===== config.mk =====
export PLATFORM = sky130hd
export DESIGN_NAME = dl_serializer7
export DESIGN_NICKNAME = d
export VERILOG_FILES = /design/src/rtl/dl_ser_pkg.sv /design/src/rtl/dl_pclk_mon.sv /design/src/rtl/dl_word_hold.sv /design/src/rtl/dl_lane_shift.sv /design/src/rtl/dl_serializer7.sv
export SDC_FILE = /design/constraint.sdc
export NUM_CORES = 1
export LEC_CHECK = 0
export BUFFER_PORTS_ARGS = -buffer_cell sky130_fd_sc_hd__buf_4
export CORE_ASPECT_RATIO = 1.25
export CORE_MARGIN = 4
export CORE_UTILIZATION = 40
export CTS_CLUSTER_DIAMETER = 40
export DETAILED_ROUTE_END_ITERATION = 10
export HOLD_SLACK_MARGIN = 0.02
export PLACE_DENSITY = 0.63
export RECOVER_POWER = 25
export SYNTH_ARGS = -nofsm -noshare
export SYNTH_HDL_FRONTEND = slang
export SYNTH_SLANG_ARGS = --single-unit
export TNS_END_PERCENT = 1

===== constraint.sdc =====
create_clock -name clk_i -period 3.9 [get_ports clk_i]
set_input_delay 0.195 -clock clk_i [delete_from_list [all_inputs] [get_ports clk_i]]
set_output_delay 0.195 -clock clk_i [all_outputs]
set_load 0.01 [all_outputs]

===== src/rtl/dl_ser_pkg.sv =====
package dl_ser_pkg;
    localparam int LANES      = 3;
    localparam int SLOTS      = 7;
    localparam int WORD_W     = LANES * SLOTS;
    localparam int CLK_HIGH   = 4;
    localparam int LOSS_LIMIT = 16;
endpackage


===== src/rtl/dl_pclk_mon.sv =====
module dl_pclk_mon #(
    parameter int LOSS_LIMIT = dl_ser_pkg::LOSS_LIMIT
) (
    input  logic clk_i,
    input  logic rst_ni,
    input  logic clr_i,
    input  logic pclk_i,
    input  logic rise_sel_i,
    output logic cap_o,
    output logic lost_o
);
    localparam int CW = $clog2(LOSS_LIMIT + 1);

    typedef struct packed {
        logic          pclk;
        logic [CW-1:0] idle;
        logic          lost;
    } mon_t;

    mon_t st_d, st_q;
    logic trans;

    always_comb begin
        st_d  = st_q;
        trans = pclk_i ^ st_q.pclk;
        cap_o = rise_sel_i ? (pclk_i & ~st_q.pclk) : (~pclk_i & st_q.pclk);
        st_d.pclk = pclk_i;
        if (trans)
            st_d.idle = '0;
        else if (st_q.idle != CW'(LOSS_LIMIT))
            st_d.idle = st_q.idle + 1'b1;
        st_d.lost = (st_d.idle == CW'(LOSS_LIMIT));
        if (clr_i)
            st_d = '0;
    end

    always_ff @(posedge clk_i or negedge rst_ni) begin
        if (!rst_ni) st_q <= '0;
        else         st_q <= st_d;
    end

    assign lost_o = st_q.lost;

    // any pixel-clock transition clears the loss flag next cycle
    a_r5_activity_clears_loss: assert property (@(posedge clk_i) disable iff (!rst_ni)
        (!clr_i && (pclk_i != st_q.pclk)) |=> !st_q.lost);
endmodule


===== src/rtl/dl_word_hold.sv =====
module dl_word_hold #(
    parameter int WORD_W = dl_ser_pkg::WORD_W
) (
    input  logic              clk_i,
    input  logic              rst_ni,
    input  logic              clr_i,
    input  logic              cap_i,
    input  logic              load_i,
    input  logic              lost_i,
    input  logic [WORD_W-1:0] pix_i,
    output logic [WORD_W-1:0] hold_o,
    output logic              mute_o
);
    typedef struct packed {
        logic [WORD_W-1:0] hold;
        logic              fresh;
        logic              mute;
    } hold_t;

    localparam hold_t RESET_ST = '{hold: '0, fresh: 1'b0, mute: 1'b1};

    hold_t st_d, st_q;

    always_comb begin
        st_d = st_q;
        if (cap_i) begin
            st_d.hold  = pix_i;
            st_d.fresh = 1'b1;
        end else if (load_i) begin
            st_d.fresh = 1'b0;
        end
        if (lost_i)
            st_d.mute = 1'b1;
        else if (load_i && st_q.fresh)
            st_d.mute = 1'b0;
        if (clr_i)
            st_d = RESET_ST;
    end

    always_ff @(posedge clk_i or negedge rst_ni) begin
        if (!rst_ni) st_q <= RESET_ST;
        else         st_q <= st_d;
    end

    assign hold_o = st_q.hold;
    assign mute_o = st_q.mute;

    // the holding word only changes on a capture
    a_r8_hold_stable: assert property (@(posedge clk_i) disable iff (!rst_ni)
        (!clr_i && !cap_i) |=> $stable(st_q.hold));

    // unmuting only happens at a frame load of a fresh word
    a_r6_unmute_on_fresh_load: assert property (@(posedge clk_i) disable iff (!rst_ni)
        $fell(st_q.mute) |-> ($past(load_i) && $past(st_q.fresh)));
endmodule


===== src/rtl/dl_lane_shift.sv =====
module dl_lane_shift #(
    parameter int LANES    = dl_ser_pkg::LANES,
    parameter int SLOTS    = dl_ser_pkg::SLOTS,
    parameter int CLK_HIGH = dl_ser_pkg::CLK_HIGH,
    localparam int WORD_W  = LANES * SLOTS
) (
    input  logic              clk_i,
    input  logic              rst_ni,
    input  logic              clr_i,
    input  logic [WORD_W-1:0] frame_i,
    input  logic              mute_i,
    output logic              load_o,
    output logic [LANES-1:0]  lane_o,
    output logic              clk_lane_o
);
    localparam int SW = $clog2(SLOTS);

    typedef struct packed {
        logic [SW-1:0]                  slot;
        logic [LANES-1:0][SLOTS-1:0]    shift;
    } sh_t;

    sh_t st_d, st_q;

    always_comb begin
        st_d   = st_q;
        load_o = (st_q.slot == SW'(SLOTS - 1));
        if (load_o) begin
            st_d.slot = '0;
            for (int l = 0; l < LANES; l++)
                st_d.shift[l] = frame_i[l*SLOTS +: SLOTS];
        end else begin
            st_d.slot = st_q.slot + 1'b1;
            for (int l = 0; l < LANES; l++)
                st_d.shift[l] = st_q.shift[l] >> 1;
        end
        if (clr_i)
            st_d = '0;
    end

    always_ff @(posedge clk_i or negedge rst_ni) begin
        if (!rst_ni) st_q <= '0;
        else         st_q <= st_d;
    end

    assign clk_lane_o = ~mute_i & (st_q.slot < SW'(CLK_HIGH));

    for (genvar l = 0; l < LANES; l++) begin : g_lane
        assign lane_o[l] = ~mute_i & st_q.shift[l][0];

        // between loads each lane advances by one slot, lowest bit first
        a_r2_lane_advance: assert property (@(posedge clk_i) disable iff (!rst_ni)
            (!clr_i && (st_q.slot != SW'(SLOTS - 1))) |=>
                (st_q.shift[l] == ($past(st_q.shift[l]) >> 1)));
    end

    // the slot count wraps to zero after the last slot
    a_r3_slot_wrap: assert property (@(posedge clk_i) disable iff (!rst_ni)
        (st_q.slot == SW'(SLOTS - 1)) |=> (st_q.slot == '0));
endmodule


===== src/rtl/dl_serializer7.sv =====
module dl_serializer7 #(
    parameter int LANES      = dl_ser_pkg::LANES,
    parameter int SLOTS      = dl_ser_pkg::SLOTS,
    parameter int CLK_HIGH   = dl_ser_pkg::CLK_HIGH,
    parameter int LOSS_LIMIT = dl_ser_pkg::LOSS_LIMIT,
    localparam int WORD_W    = LANES * SLOTS
) (
    input  logic              clk_i,
    input  logic              rst_ni,
    input  logic              pd_ni,
    input  logic              pclk_i,
    input  logic              rise_sel_i,
    input  logic [WORD_W-1:0] pix_i,
    output logic [LANES-1:0]  lane_o,
    output logic              clk_lane_o,
    output logic              drive_en_o
);
    logic              clr, cap, lost, load, mute, clk_lane_int;
    logic [WORD_W-1:0] hold;
    logic [LANES-1:0]  lane_int;

    assign clr = ~pd_ni;

    dl_pclk_mon #(.LOSS_LIMIT(LOSS_LIMIT)) mon_i (
        .clk_i(clk_i), .rst_ni(rst_ni), .clr_i(clr), .pclk_i(pclk_i),
        .rise_sel_i(rise_sel_i), .cap_o(cap), .lost_o(lost));

    dl_word_hold #(.WORD_W(WORD_W)) hold_i (
        .clk_i(clk_i), .rst_ni(rst_ni), .clr_i(clr), .cap_i(cap), .load_i(load),
        .lost_i(lost), .pix_i(pix_i), .hold_o(hold), .mute_o(mute));

    dl_lane_shift #(.LANES(LANES), .SLOTS(SLOTS), .CLK_HIGH(CLK_HIGH)) shift_i (
        .clk_i(clk_i), .rst_ni(rst_ni), .clr_i(clr), .frame_i(hold), .mute_i(mute),
        .load_o(load), .lane_o(lane_int), .clk_lane_o(clk_lane_int));

    assign drive_en_o = pd_ni;
    assign lane_o     = pd_ni ? lane_int : '0;
    assign clk_lane_o = pd_ni & clk_lane_int;

    // power-down silences every lane and drops the drive enable
    a_r7_pd_quiet: assert property (@(posedge clk_i) disable iff (!rst_ni)
        !pd_ni |-> (lane_o == '0 && !clk_lane_o && !drive_en_o));
endmodule


---- Yosys cells after proc, flatten, opt, wreduce, memory -nomap -nowiden ----
Index checks and enable logic that the tools add are counted.
word-level totals
  flip-flop bits (word level) ............. 54
  latch bits .............................. 0
  memory bits (writable) .................. 0
  ROM bits ................................ 0
  bits of input ports ..................... 26
  output and inout port bits .............. 5
  logic and storage cells ................. 44
  memories kept ........................... 0
operators by class
  add/subtract/negate cells ............... 2
  $mul .................................... 0
  div/mod/pow operators ................... 0
  order comparisons ....................... 1
  equality and inequality tests ........... 6
  shift-type cells ........................ 0
  muxes and demuxes ....................... 13
  bitwise gates (word level) .............. 11
  reductions and logical operators ........ 1
operators with widths
  operator               count
  $mux W24               2
  $mux W23               1
  $mux W21               1
  $mux W5                2
  $and A1 B1 Y1          7
  $mux W7                1
  $ne A3 B1 Y1 const B   2
  $add A5 B1 Y5 const B  1
  $eq A5 B5 Y1 const B   1
  $mux W1                5
  $ne A5 B5 Y1 const B   1
  $add A3 B1 Y3 const B  1
  $eq A3 B3 Y1 const B   1
  $lt A3 B3 Y1 const B   1
  $mux W3                1
  $not A1 Y1             3
  $ne A2 B1 Y1 const B   1
  $logic_and A1 B1 Y1    1
  $xor A1 B1 Y1          1

---- Logic depth before layout (Yosys ltp) ----
Gate-level depths: netlist of the first run.
  word-level depth ........................ 5
  mapped depth ............................ 6
  gate-level depth less buffers ........... 5

---- By module ----
From an unflattened synthesis of the first run, not the netlist that was laid out.
second synthesis, totals
  cell total of the unflattened synthesis .. 240
  area total of the unflattened synthesis .. 2728.9 µm²
modules (own cells, without submodules)
  module          times used  cells each  area an instance (µm²)  sequential area each (µm²)
  dl_lane_shift   1           100         1179.9                  600.6
  dl_word_hold    1           96          1111.1                  576.8
  dl_pclk_mon     1           38          401.6                   175.2
  dl_serializer7  1           6           36.3                    0.0

---- Worst setup path before layout of the first run ----
Ideal clock, no wire load.
  path kind ............................... register to register
  from .................................... register mon_i.st_q[1] in the netlist's numbering
  to ...................................... register mon_i.st_q, in the netlist mon_i.lost_o
  setup time .............................. 0.111 ns
  arrival ................................. 1.456 ns
  required time ........................... 3.789 ns
  slack ................................... 2.333 ns
  cell stages (with the launch flop) ...... 5
  path buffers ............................ 0
  period minus slack after synthesis ...... 1.567 ns
  path through ............................ dfrtp_1 -> inv_1 -> ha_1 -> or3_1 -> a2111oi_2
RTL lines
  what                      line               source
  start: declaration        dl_pclk_mon.sv:20  mon_t st_d, st_q;
  start signal: assignment  dl_pclk_mon.sv:39  else st_q <= st_d;

---- Final worst setup path of the first run ----
  from .................................... register mon_i.st_q[6] in the netlist's numbering
  to ...................................... register hold_i.st_q, in the netlist hold_i.hold_o[17]
between the ends
  word-level cells in the longest chain between the ends .. 4
  elaborated cells between the ends (all ways) .. 5
  those cells by class .................... 1 x eq/ne; 1 x mux; 3 x bitwise
RTL lines
  what                        line                source
  $not A1 Y1                  dl_pclk_mon.sv:26   cap_o = rise_sel_i ? (pclk_i & ~st_q.pclk) : (~pclk_i & st_q.pclk);
  $and A1 B1 Y1               dl_pclk_mon.sv:26
  $mux W1 (*)                 dl_pclk_mon.sv:26
  $ne A2 B1 Y1 (no line) (*)  --
  end signal: assignment      dl_word_hold.sv:42  else st_q <= st_d;
  end: declaration            dl_word_hold.sv:22  hold_t st_d, st_q;
Every way passes the cells marked *; elsewhere a longest branch is shown, timed or not.
A chain may end at the register's enable or synchronous reset.

==> flow_summary.ini, run 1 <==
[clock_network]
cts_tree = done
clk_latency_ns = 0.30
cts_resized = 0
clock-sinks = 54
cts.htree.levels = 2
cts_made_buffers = 5
clockBufferDepth = 2
cts.clk_slew.worst_paths_ns = 0.09
cts_root_buf = clkbuf_8

[yosys]
synth-seq-area-share_pct = 64.04
synth_edf_count = 0
ys_warn_count = 0
ys_seq_elements = 54
ys.flop_type = dfrtp_1
syn-num-nets = 183
synthCells = 153
netlist_top_cells_area = dfrtp_1 (63%), a22o_1 (16%), and2_1 (3.3%)
ys_types = 30
syn_area_mm2 = 0.002112
synth_area_per_cell_um2 = 13.80
synth_top_area_cell = dfrtp_1
synth.top_cell.area_share_pct = 62.80
async_flop_share_pct = 100.0

[worst_setup_path]
worstSetupPathDepth = 5
path_buf_inv = 1
rrSetupSlack_ns = 2.15
r2r-end = hold_i.hold_o[17]$_DFFE_PN0P_
cp_top_family = simple AND/OR/NAND/NOR gates
start_kind = register
cp-startpoint = mon_i.st_q[6]$_DFF_PN0_
cp_max_fo = 21
r2r_start = mon_i.st_q[6]$_DFF_PN0_
path_cells = inv_1 -> ha_1 -> mux2i_1 -> and2_1 -> a22o_1
worstSetupPathType = register to register
cp_slowest_stage_delay_ns = 0.69
reg2regPathDepth = 5
cp_slowest_cell = and2_1
endpoint_kind = register
required_ns = 4.14
crit_end = hold_i.hold_o[17]$_DFFE_PN0P_
critical_path_arrival_ns = 1.99

[sta]
finalSetupTns_ns = 0
min_period_over_period_pct = 44.98
setup_violations = 0
hold_viol = 0
max_freq_ghz = 0.5701
slew_violations = 0
skew_ns = 0.004053
worstMarginPinSlew_ns = 0.8245
rsz0062_at_grt = false
min_period_ns = 1.754
max_slew_margin_pct = 45.03

[pwr]
p_leak_uw = 0.001219
ir_worst_vdd_mv = 0.2631
powerDensity_mw_per_mm2 = 398.5
finalPower_uw = 986.3

[drt]
viasPerCell = 5.335
routed-via-count = 1307
dr.pass1.iters = 4
drcViolationCount = 0
first_iter_violations = 63
avgRoutedWirePerCell_um = 15.67
ant_nets = 0
routed_wl_um = 3840

[cells_and_area]
final_cell_mix = dfrtp_1 (53), a22o_1 (39), buf_4 (29)
syn_to_final_growth_pct = 17.18
nets = 212
final_core_util_pct = 48.72
drive_above_1_share_pct = 22.40
layout_commonest_cell = dfrtp_1
antenna-diode-count = 0

[global_routing]
grt_max_degree = 55
grt_pass1_vias = 1345
track_usage_pct = 12.69
antenna_found_initial = 0
grt_overflow_total = 0
grt_pass1_wl_um = 6396

[worst_hold_path]
hold_class = input port to register

[placement]
port-buffer-count = 30
gp_routability_congestion = 0.6904
post-dp-hpwl_um = 2495

[outcome]
outcome = finished, final reports clean

[floorplan]
start_util_pct = 41.58
die_h_um = 89.24
row_count = 29
io_pins = 31
die_x_um = 72.99
design.core.area_mm2 = 0.005080
dieArea_mm2 = 0.006514

[job]
timing.max_cap.violations = 0
-- worst register-to-register path, delay by kind of cell (launching register included) --
| family | cells | cell delay (ns) |
|---|---|---|
| AND/OR/NAND/NOR | 1 | 0.69 |
| flip-flops | 1 | 0.36 |
| AO/OA/AOI/OAI | 1 | 0.26 |
| multiplexers | 1 | 0.17 |
| buffers and inverters | 1 | 0.05 |
| adder cells (fa/ha/maj) | 1 | 0.17 |
-- report_power, final --
group	switching, uW	total [uW]	internal, uW	leakage [uW]
registers	13.4	591	577	0.000737
clock network	174	317	143	0.0000472
logic	41.4	79.0	37.6	0.000435
-- layer usage --
layer  part of all wire (%)  vias to the layer above  routed length, um  GRT usage [%]
met4                   0.89                        0                 34          4.027
met5                      0                        -                  0              0
met1                     42                      671               1630          16.17
met2                     51                       26               1961          20.75
li1                       -                      606                  -              -
met3                    5.6                        4                214          3.825
-- state kept, by name, summed over array words and instances (netlist names) --
| signal | cells |
|---|---|
| hold_i.hold_o | 21 |
| hold_i.mute_o | 1 |
| hold_i.st_q | 1 |
| mon_i.lost_o | 1 |
| mon_i.st_q | 6 |
| shift_i.st_q | 24 |
-- metrics by stage --
step | instances | hold slack (ns) | instance area [um2] | worst slack, ns
floorplan | 153 | -0.1006 | 2112 | 2.333
global placement | 236 | 0.2605 | 2377 | 2.208
detailed placement | 236 | 0.2758 | 2377 | 2.107
CTS | 245 | 0.1004 | 2482 | 2.082
global route | 245 | 0.09458 | 2475 | 1.979
finish | 245 | 0.1105 | 2475 | 2.146
-- cells by family (layout without fill, tap and decap cells) --
kind of cell / count (synthesis) / after routing / share of synthesized area [%]
buffers and inverters: 14 / 44 / 2.843
adder cells (fa/ha/maj): 4 / 4 / 2.370
multiplexers: 3 / 3 / 1.422
XOR/XNOR: 4 / 4 / 1.659
AND/OR/NAND/NOR: 31 / 31 / 9.836
flip-flops: 54 / 54 / 64.04
AO/OA/AOI/OAI: 43 / 43 / 17.83
-- Yosys cell counts (2+ instances only) --
cell / instances
xnor2_1: 2
ha_1: 4
mux2i_1: 3
dfrtp_1: 53
and2_1: 11
buf_2: 3
nor2b_1: 3
nand3_1: 2
nor2_1: 2
nand2_1: 4
a22o_1: 39
clkbuf_1: 5
xor2_1: 2
inv_1: 4
-- area by class of cell --
| type | count | area, um2 |
|---|---|---|
| fill | 462 | 2605 |
| sequential | 54 | 1353 |
| multi-input combinational | 85 | 699.4 |
| timing repair buffer | 32 | 235.2 |
| clock buffer | 6 | 82.58 |
| tap | 62 | 77.57 |
| inverter | 4 | 15.01 |
| clock inverter | 2 | 12.51 |
-- how the worst min path moves through the flow --
stage	startpoint	endpoint	slack (ns)	cells after the start
global placement	rst_ni	mon_i.st_q[5]$_DFF_PN0_	0.26	1
floorplan	rst_ni	hold_i.hold_o[0]$_DFFE_PN0P_	-0.10	0
finish	pix_i[11]	hold_i.hold_o[11]$_DFFE_PN0P_	0.11	2
detailed placement	rst_ni	mon_i.st_q[5]$_DFF_PN0_	0.28	1
CTS	pix_i[11]	hold_i.hold_o[11]$_DFFE_PN0P_	0.10	2
global route	pix_i[19]	hold_i.hold_o[19]$_DFFE_PN0P_	0.09	2
-- timing repair --
action / CTS / global route
endpoints found under the hold margin: 53 / 0
setup buffers: 0 / 0
hold buffers: 1 / 0
Power figures use the tool's default switching activity.
==> inputs of run 2 (changes only) <==
--- a/config.mk
+++ b/config.mk
@@ -12,7 +12,7 @@
 export CTS_CLUSTER_DIAMETER = 40
 export DETAILED_ROUTE_END_ITERATION = 10
 export HOLD_SLACK_MARGIN = 0.02
-export PLACE_DENSITY = 0.63
+export PLACE_DENSITY = 0.66
 export RECOVER_POWER = 25
 export SYNTH_ARGS = -nofsm -noshare
 export SYNTH_HDL_FRONTEND = slang
==> constraint.sdc (replaced) <==
create_clock -name clk_i -period 1.4 [get_ports clk_i]
set_input_delay 0.07 -clock clk_i [delete_from_list [all_inputs] [get_ports clk_i]]
set_output_delay 0.07 -clock clk_i [all_outputs]
set_load 0.01 [all_outputs]
==> flow_summary.ini, run 2 (synthesized netlist as in run 1, its figures left out) <==
[drt]
first_iter_violations = 80
routed_wl_um = 4245
avgRoutedWirePerCell_um = 15.27
routed-via-count = 1477
dr.pass1.iters = 4
ant_nets = 0
drcViolationCount = 0
viasPerCell = 5.313

[floorplan]
io_pins = 31
start_util_pct = 41.58
dieArea_mm2 = 0.006514
die_h_um = 89.24
design.core.area_mm2 = 0.005080
die_x_um = 72.99
row_count = 29

[placement]
port-buffer-count = 30
numPlacedInstances = 245
post-dp-hpwl_um = 2657
gp_routability_congestion = 0.6698

[worst_setup_path]
required_ns = 1.60
cp_max_fo = 2
worstSetupPathType = register to register
critical_path_arrival_ns = 1.69
cp_slowest_cell = dfrtp_1
r2r_start = mon_i.st_q[1]$_DFF_PN0_
path_cells = inv_2 -> ha_4 -> nand4bb_4 -> or3_4 -> a2111oi_4
rrSetupSlack_ns = -0.09
cp_slowest_stage_delay_ns = 0.41
start_kind = register
r2r-end = mon_i.lost_o$_DFF_PN0_
reg2regPathDepth = 5
endpoint_kind = register

[cells_and_area]
syn_to_final_growth_pct = 36.02
drive_above_1_share_pct = 28.24
layout_commonest_cell = dfrtp_1
finalNonFillerCells = 278
final_cell_mix = dfrtp_1 (52), a22o_1 (39), buf_4 (37)
largest_reg_flops = 24
nets = 245
fillers = 445
final_core_util_pct = 56.55
antenna-diode-count = 0
regMostFlops = shift_i.st_q

[sta]
worstMarginPinSlew_ns = 0.7127
worst_slack_ns = -0.08745
hold_viol = 0
max_freq_ghz = 0.6723
slew_violations = 0
skew_ns = 0.009064
setup_violations = 1
min_period_over_period_pct = 106.2
min_period_ns = 1.487
max_slew_margin_pct = 52.49
rsz0062_at_grt = true

[global_routing]
track_usage_pct = 14.65
antenna_found_initial = 0
grt_pass1_wl_um = 7369
grt_overflow_total = 0
grt_max_degree = 55
grt_pass1_vias = 1515

[clock_network]
clockBufferDepth = 2
clk_latency_ns = 0.30
cts.clk_slew.worst_paths_ns = 0.09
cts_made_buffers = 5
cts_tree = done
clock-sinks = 54
cts.htree.levels = 2
cts_root_buf = clkbuf_8

[outcome]
violations = setup timing
outcome = complete, but fails checks

[worst_hold_path]
hold_class = input port to register
hold_end = shift_i.st_q[23]$_DFF_PN0_
min_path_cells = 2
hold_start = pd_ni

[pwr]
p_leak_uw = 0.001372
powerDensity_mw_per_mm2 = 967.1
ir_worst_vdd_mv = 0.5299

[job]
timing.max_cap.violations = 0
-- run 2: final cells by class --
cell class              instances  area, um2  area share [%]
inverters                       4      15.01          0.5226
flip-flops and latches         54       1354           47.13
clock buffers                   8      80.08           2.787
well taps                      62      77.57           2.700
multi-input cells              85      768.2           26.74
repair buffers                 65      578.1           20.12
-- run 2: repair_timing --
item / CTS / global route
setup buffers: 2 / 1
hold buffers: 23 / 0
setup endpoints to repair: 2 / 24
hold endpoints to repair: 75 / 0
resized for setup: 7 / 8
pin swaps: 5 / 5
-- run 2: worst max path at each step --
stage / start / end / slack, ns / cells past startpoint
after global placement: mon_i.st_q[2]$_DFF_PN0_ / mon_i.lost_o$_DFF_PN0_ / -0.09 / 5
after CTS: mon_i.st_q[2]$_DFF_PN0_ / mon_i.lost_o$_DFF_PN0_ / -0.14 / 4
after global routing: mon_i.st_q[1]$_DFF_PN0_ / mon_i.lost_o$_DFF_PN0_ / -0.14 / 5
after detailed placement: mon_i.st_q[2]$_DFF_PN0_ / mon_i.lost_o$_DFF_PN0_ / -0.16 / 5
after floorplan: mon_i.st_q[1]$_DFF_PN0_ / mon_i.lost_o$_DFF_PN0_ / -0.16 / 5
final: mon_i.st_q[1]$_DFF_PN0_ / mon_i.lost_o$_DFF_PN0_ / -0.09 / 5
-- run 2: critical path, delay by kind of cell (launching register included) --
kind | cells | cell delay (ns)
AO/OA/AOI/OAI | 1 | 0.29
adder cells (fa/ha/maj) | 1 | 0.14
AND/OR/NAND/NOR | 2 | 0.46
buffers and inverters | 1 | 0.08
flip-flops | 1 | 0.41
-- run 2: per-stage QoR --
step | worst slack, ns | total power, uW | hold slack (ns) | setup TNS [ns] | cell area, um2
detailed placement | -0.1628 | 1926 | 0.1454 | -0.1628 | 2472
global placement | -0.09148 | 1912 | 0.1285 | -0.09148 | 2472
CTS | -0.1414 | 2798 | 0.06419 | -0.1414 | 2821
finish | -0.08745 | 2778 | 0.07999 | -0.08745 | 2873
floorplan | -0.1568 | 1781 | -0.2256 | -0.1568 | 2115
global route | -0.1403 | 2912 | 0.08882 | -1.869 | 2873
-- run 2: power by group --
part / switching, uW / internal (uW) / leakage [uW] / total [uW]
sequential: 35.6 / 1610 / 0.000736 / 1640
combinational: 142 / 181 / 0.000597 / 323
clock: 455 / 356 / 0.0000395 / 812
-- run 2: metal layers --
layer	vias up	GRT usage [%]	part of all wire [%]
met5	-	0	0
met1	748	19.34	42
met4	0	5.034	1.8
li1	673	-	-
met2	48	23.43	50
met3	8	3.825	5.4
==> inputs of run 3 (changes only) <==
--- a/config.mk
+++ b/config.mk
@@ -12,9 +12,10 @@
 export CTS_CLUSTER_DIAMETER = 40
 export DETAILED_ROUTE_END_ITERATION = 10
 export HOLD_SLACK_MARGIN = 0.02
-export PLACE_DENSITY = 0.66
+export PLACE_DENSITY = 0.62
 export RECOVER_POWER = 25
 export SYNTH_ARGS = -nofsm -noshare
 export SYNTH_HDL_FRONTEND = slang
+export SYNTH_HIERARCHICAL = 1
 export SYNTH_SLANG_ARGS = --single-unit
 export TNS_END_PERCENT = 1
==> constraint.sdc (replaced) <==
create_clock -name clk_i -period 1.5 [get_ports clk_i]
set_input_delay 0.075 -clock clk_i [delete_from_list [all_inputs] [get_ports clk_i]]
set_output_delay 0.075 -clock clk_i [all_outputs]
set_load 0.01 [all_outputs]
==> flow_summary.ini, run 3 <==
[worst_setup_path]
cp_slowest_stage_delay_ns = 0.44
cp_slowest_cell = dfrtp_1
cp_max_fo = 5
rrSetupSlack_ns = 0.04
worstSetupPathDepth = 5
start_kind = register
reg2regPathDepth = 5
path_buf_inv = 1
worstSetupPathType = register to register
r2r-end = mon_i/lost_o$_DFF_PN0_
path_cells = inv_2 -> ha_4 -> and4bb_2 -> a32oi_2 -> a311oi_2
critical_path_arrival_ns = 1.68
r2r_start = mon_i/st_q[1]$_DFF_PN0_
required_ns = 1.72
cp_top_family = flip-flops
endpoint_kind = register

[yosys]
synth_area_per_cell_um2 = 11.37
ys.flop_type = dfrtp_1
synth.top_cell.area_share_pct = 48.60
ys_types = 33
syn-num-nets = 270
async_flop_share_pct = 100.0
ys_seq_elements = 54
synth_common_cells = dfrtp_1 (53), mux2i_1 (40), nand2b_1 (39)
synth_top_area_cell = dfrtp_1
syn_area_mm2 = 0.002729
netlist_top_cells_area = dfrtp_1 (49%), mux2i_1 (15%), nand2b_1 (8.9%)
ys_warn_count = 6
synth_edf_count = 0
yosysMostFrequentCell = dfrtp_1
synth-seq-area-share_pct = 49.56
synthCells = 240

[pwr]
netSwitchingPower_uw = 636.4
switching_share_pct = 23.64
power_frac_seq_pct = 56.8
comb_power_share_pct = 12.5
ir_worst_vdd_mv = 0.5121
p_int_uw = 2056
finalPower_uw = 2692
powerDensity_mw_per_mm2 = 850.1
p_leak_uw = 0.001404
clock_power_share_pct = 30.7

[cells_and_area]
layout_commonest_cell = dfrtp_1
nets = 300
drive_above_1_share_pct = 20.30
regMostFlops = shift_i/st_q
syn_to_final_growth_pct = 16.05
largest_reg_flops = 24
final_cell_mix = dfrtp_1 (53), mux2i_1 (40), nand2b_1 (39)
antenna-diode-count = 0

[global_routing]
grt_pass1_wl_um = 7948
antenna_found_initial = 0
grt_overflow_total = 0
track_usage_pct = 12.41
grt_pass1_vias = 1714
grt_max_degree = 55

[clock_network]
cts_root_buf = clkbuf_8
cts_made_buffers = 5
clk_latency_ns = 0.30
cts_tree = done
cts.clk_slew.worst_paths_ns = 0.09
cts.htree.levels = 2
clockBufferDepth = 2
clock-sinks = 54
cts_setup_buffers = 0

[worst_hold_path]
hold_start = pix_i[13]
hold_class = input port to register
min_path_cells = 3
hold_end = hold_i/hold_o[13]$_DFFE_PN0P_

[sta]
skew_ns = 0.007009
max_slew_margin_pct = 50.53
min_period_ns = 1.463
hold_viol = 0
slew_violations = 0
min_period_over_period_pct = 97.53
rsz0062_at_grt = true
finalSetupTns_ns = 0
setup_violations = 0
worstMarginPinSlew_ns = 0.7420
max_freq_ghz = 0.6835

[floorplan]
start_util_pct = 41.31
row_count = 33
die_h_um = 100.3
design.core.area_mm2 = 0.006606
io_pins = 31
dieArea_mm2 = 0.008216
die_x_um = 81.88

[drt]
first_iter_violations = 37
ant_nets = 0
viasPerCell = 4.589
routed_wl_um = 4639
routed-via-count = 1643
dr.pass1.iters = 4
drcViolationCount = 0
avgRoutedWirePerCell_um = 12.96

[placement]
port-buffer-count = 30
post-dp-hpwl_um = 2887
gp_routability_congestion = 0.7535

[job]
timing.max_cap.violations = 0

[outcome]
outcome = finished, final reports clean
[run 3: worst max-delay path by stage]
stage / startpoint / end / slack [ns]
2_1_floorplan: mon_i/st_q[6]$_DFF_PN0_ / hold_i/hold_o[3]$_DFFE_PN0P_ / 0.10
3_3_place_gp: mon_i/st_q[1]$_DFF_PN0_ / mon_i/lost_o$_DFF_PN0_ / 0.10
3_5_place_dp: mon_i/st_q[1]$_DFF_PN0_ / mon_i/lost_o$_DFF_PN0_ / 0.006
4_1_cts: mon_i/st_q[1]$_DFF_PN0_ / mon_i/lost_o$_DFF_PN0_ / 0.003
5_1_grt: mon_i/st_q[1]$_DFF_PN0_ / mon_i/lost_o$_DFF_PN0_ / -0.01
6_report: mon_i/st_q[1]$_DFF_PN0_ / mon_i/lost_o$_DFF_PN0_ / 0.04
[run 3: routing by layer]
metal	global-route usage [%]	vias to the layer above	wire length, um
met1	17.09	793	2212
li1	-	818	-
met4	4.859	0	79
met3	2.693	7	168
met5	0	-	0
met2	18.98	25	2178
[run 3: power groups by stage]
| stage | logic (uW) | clock network (uW) | registers, uW |
|---|---|---|---|
| 6_report | 337 | 827 | 1530 |
| 3_3_place_gp | 276 | 0 | 1560 |
| 2_1_floorplan | 221 | 0 | 1550 |
| 5_1_grt | 378 | 923 | 1540 |
| 4_1_cts | 321 | 867 | 1530 |
| 3_5_place_dp | 280 | 0 | 1560 |
[run 3: worst reg2reg max path, stage by stage, from the launching register on]
cell      delay [ns]
dfrtp_1         0.44
inv_2           0.13
ha_4            0.14
and4bb_2        0.30
a32oi_2         0.13
a311oi_2        0.24
[run 3: cell families (layout without fill, tap and decap cells)]
kind of cell | count (synthesis) | count (layout) | share of synthesized area, %
xor gates and xnor gates | 5 | 5 | 1.605
muxes | 41 | 41 | 15.08
AOI/OAI and AO/OA | 8 | 8 | 2.063
and+or+nand+nor | 88 | 88 | 18.34
buffers and inverters | 40 | 71 | 11.51
DFF | 54 | 54 | 49.56
adders and majority gates | 4 | 4 | 1.834
[run 3: area by class of cell]
type	count	area, um2
repair buffers	57	498.0
fillers	647	3440
well taps	87	108.9
clock buffers	7	86.33
multi-input cells	146	1094
clock inverters	1	5.005
flip-flops and latches	54	1353
inverters	6	22.52
[run 3: what timing repair did]
item / CTS / global route
gates resized for setup: 0 / 6
setup endpoints to repair: 1 / 13
hold endpoints to repair: 71 / 0
pin swaps: 1 / 0
cloned: 0 / 1
hold buffers: 19 / 0
[run 3: stage by stage]
step / util (%) / cells / hold slack [ns] / instance area, um2 / setup WS [ns]
finish: 47.94 / 358 / 0.02943 / 3167 / 0.03699
global route: 47.94 / 358 / 0.04671 / 3167 / -0.01312
CTS: 47.20 / 357 / 0.02017 / 3118 / 0.002655
detailed placement: 42.94 / 330 / 0.1690 / 2836 / 0.006487
global placement: 42.94 / 330 / 0.1684 / 2836 / 0.1013
floorplan: - / 240 / -0.2206 / 2729 / 0.1048
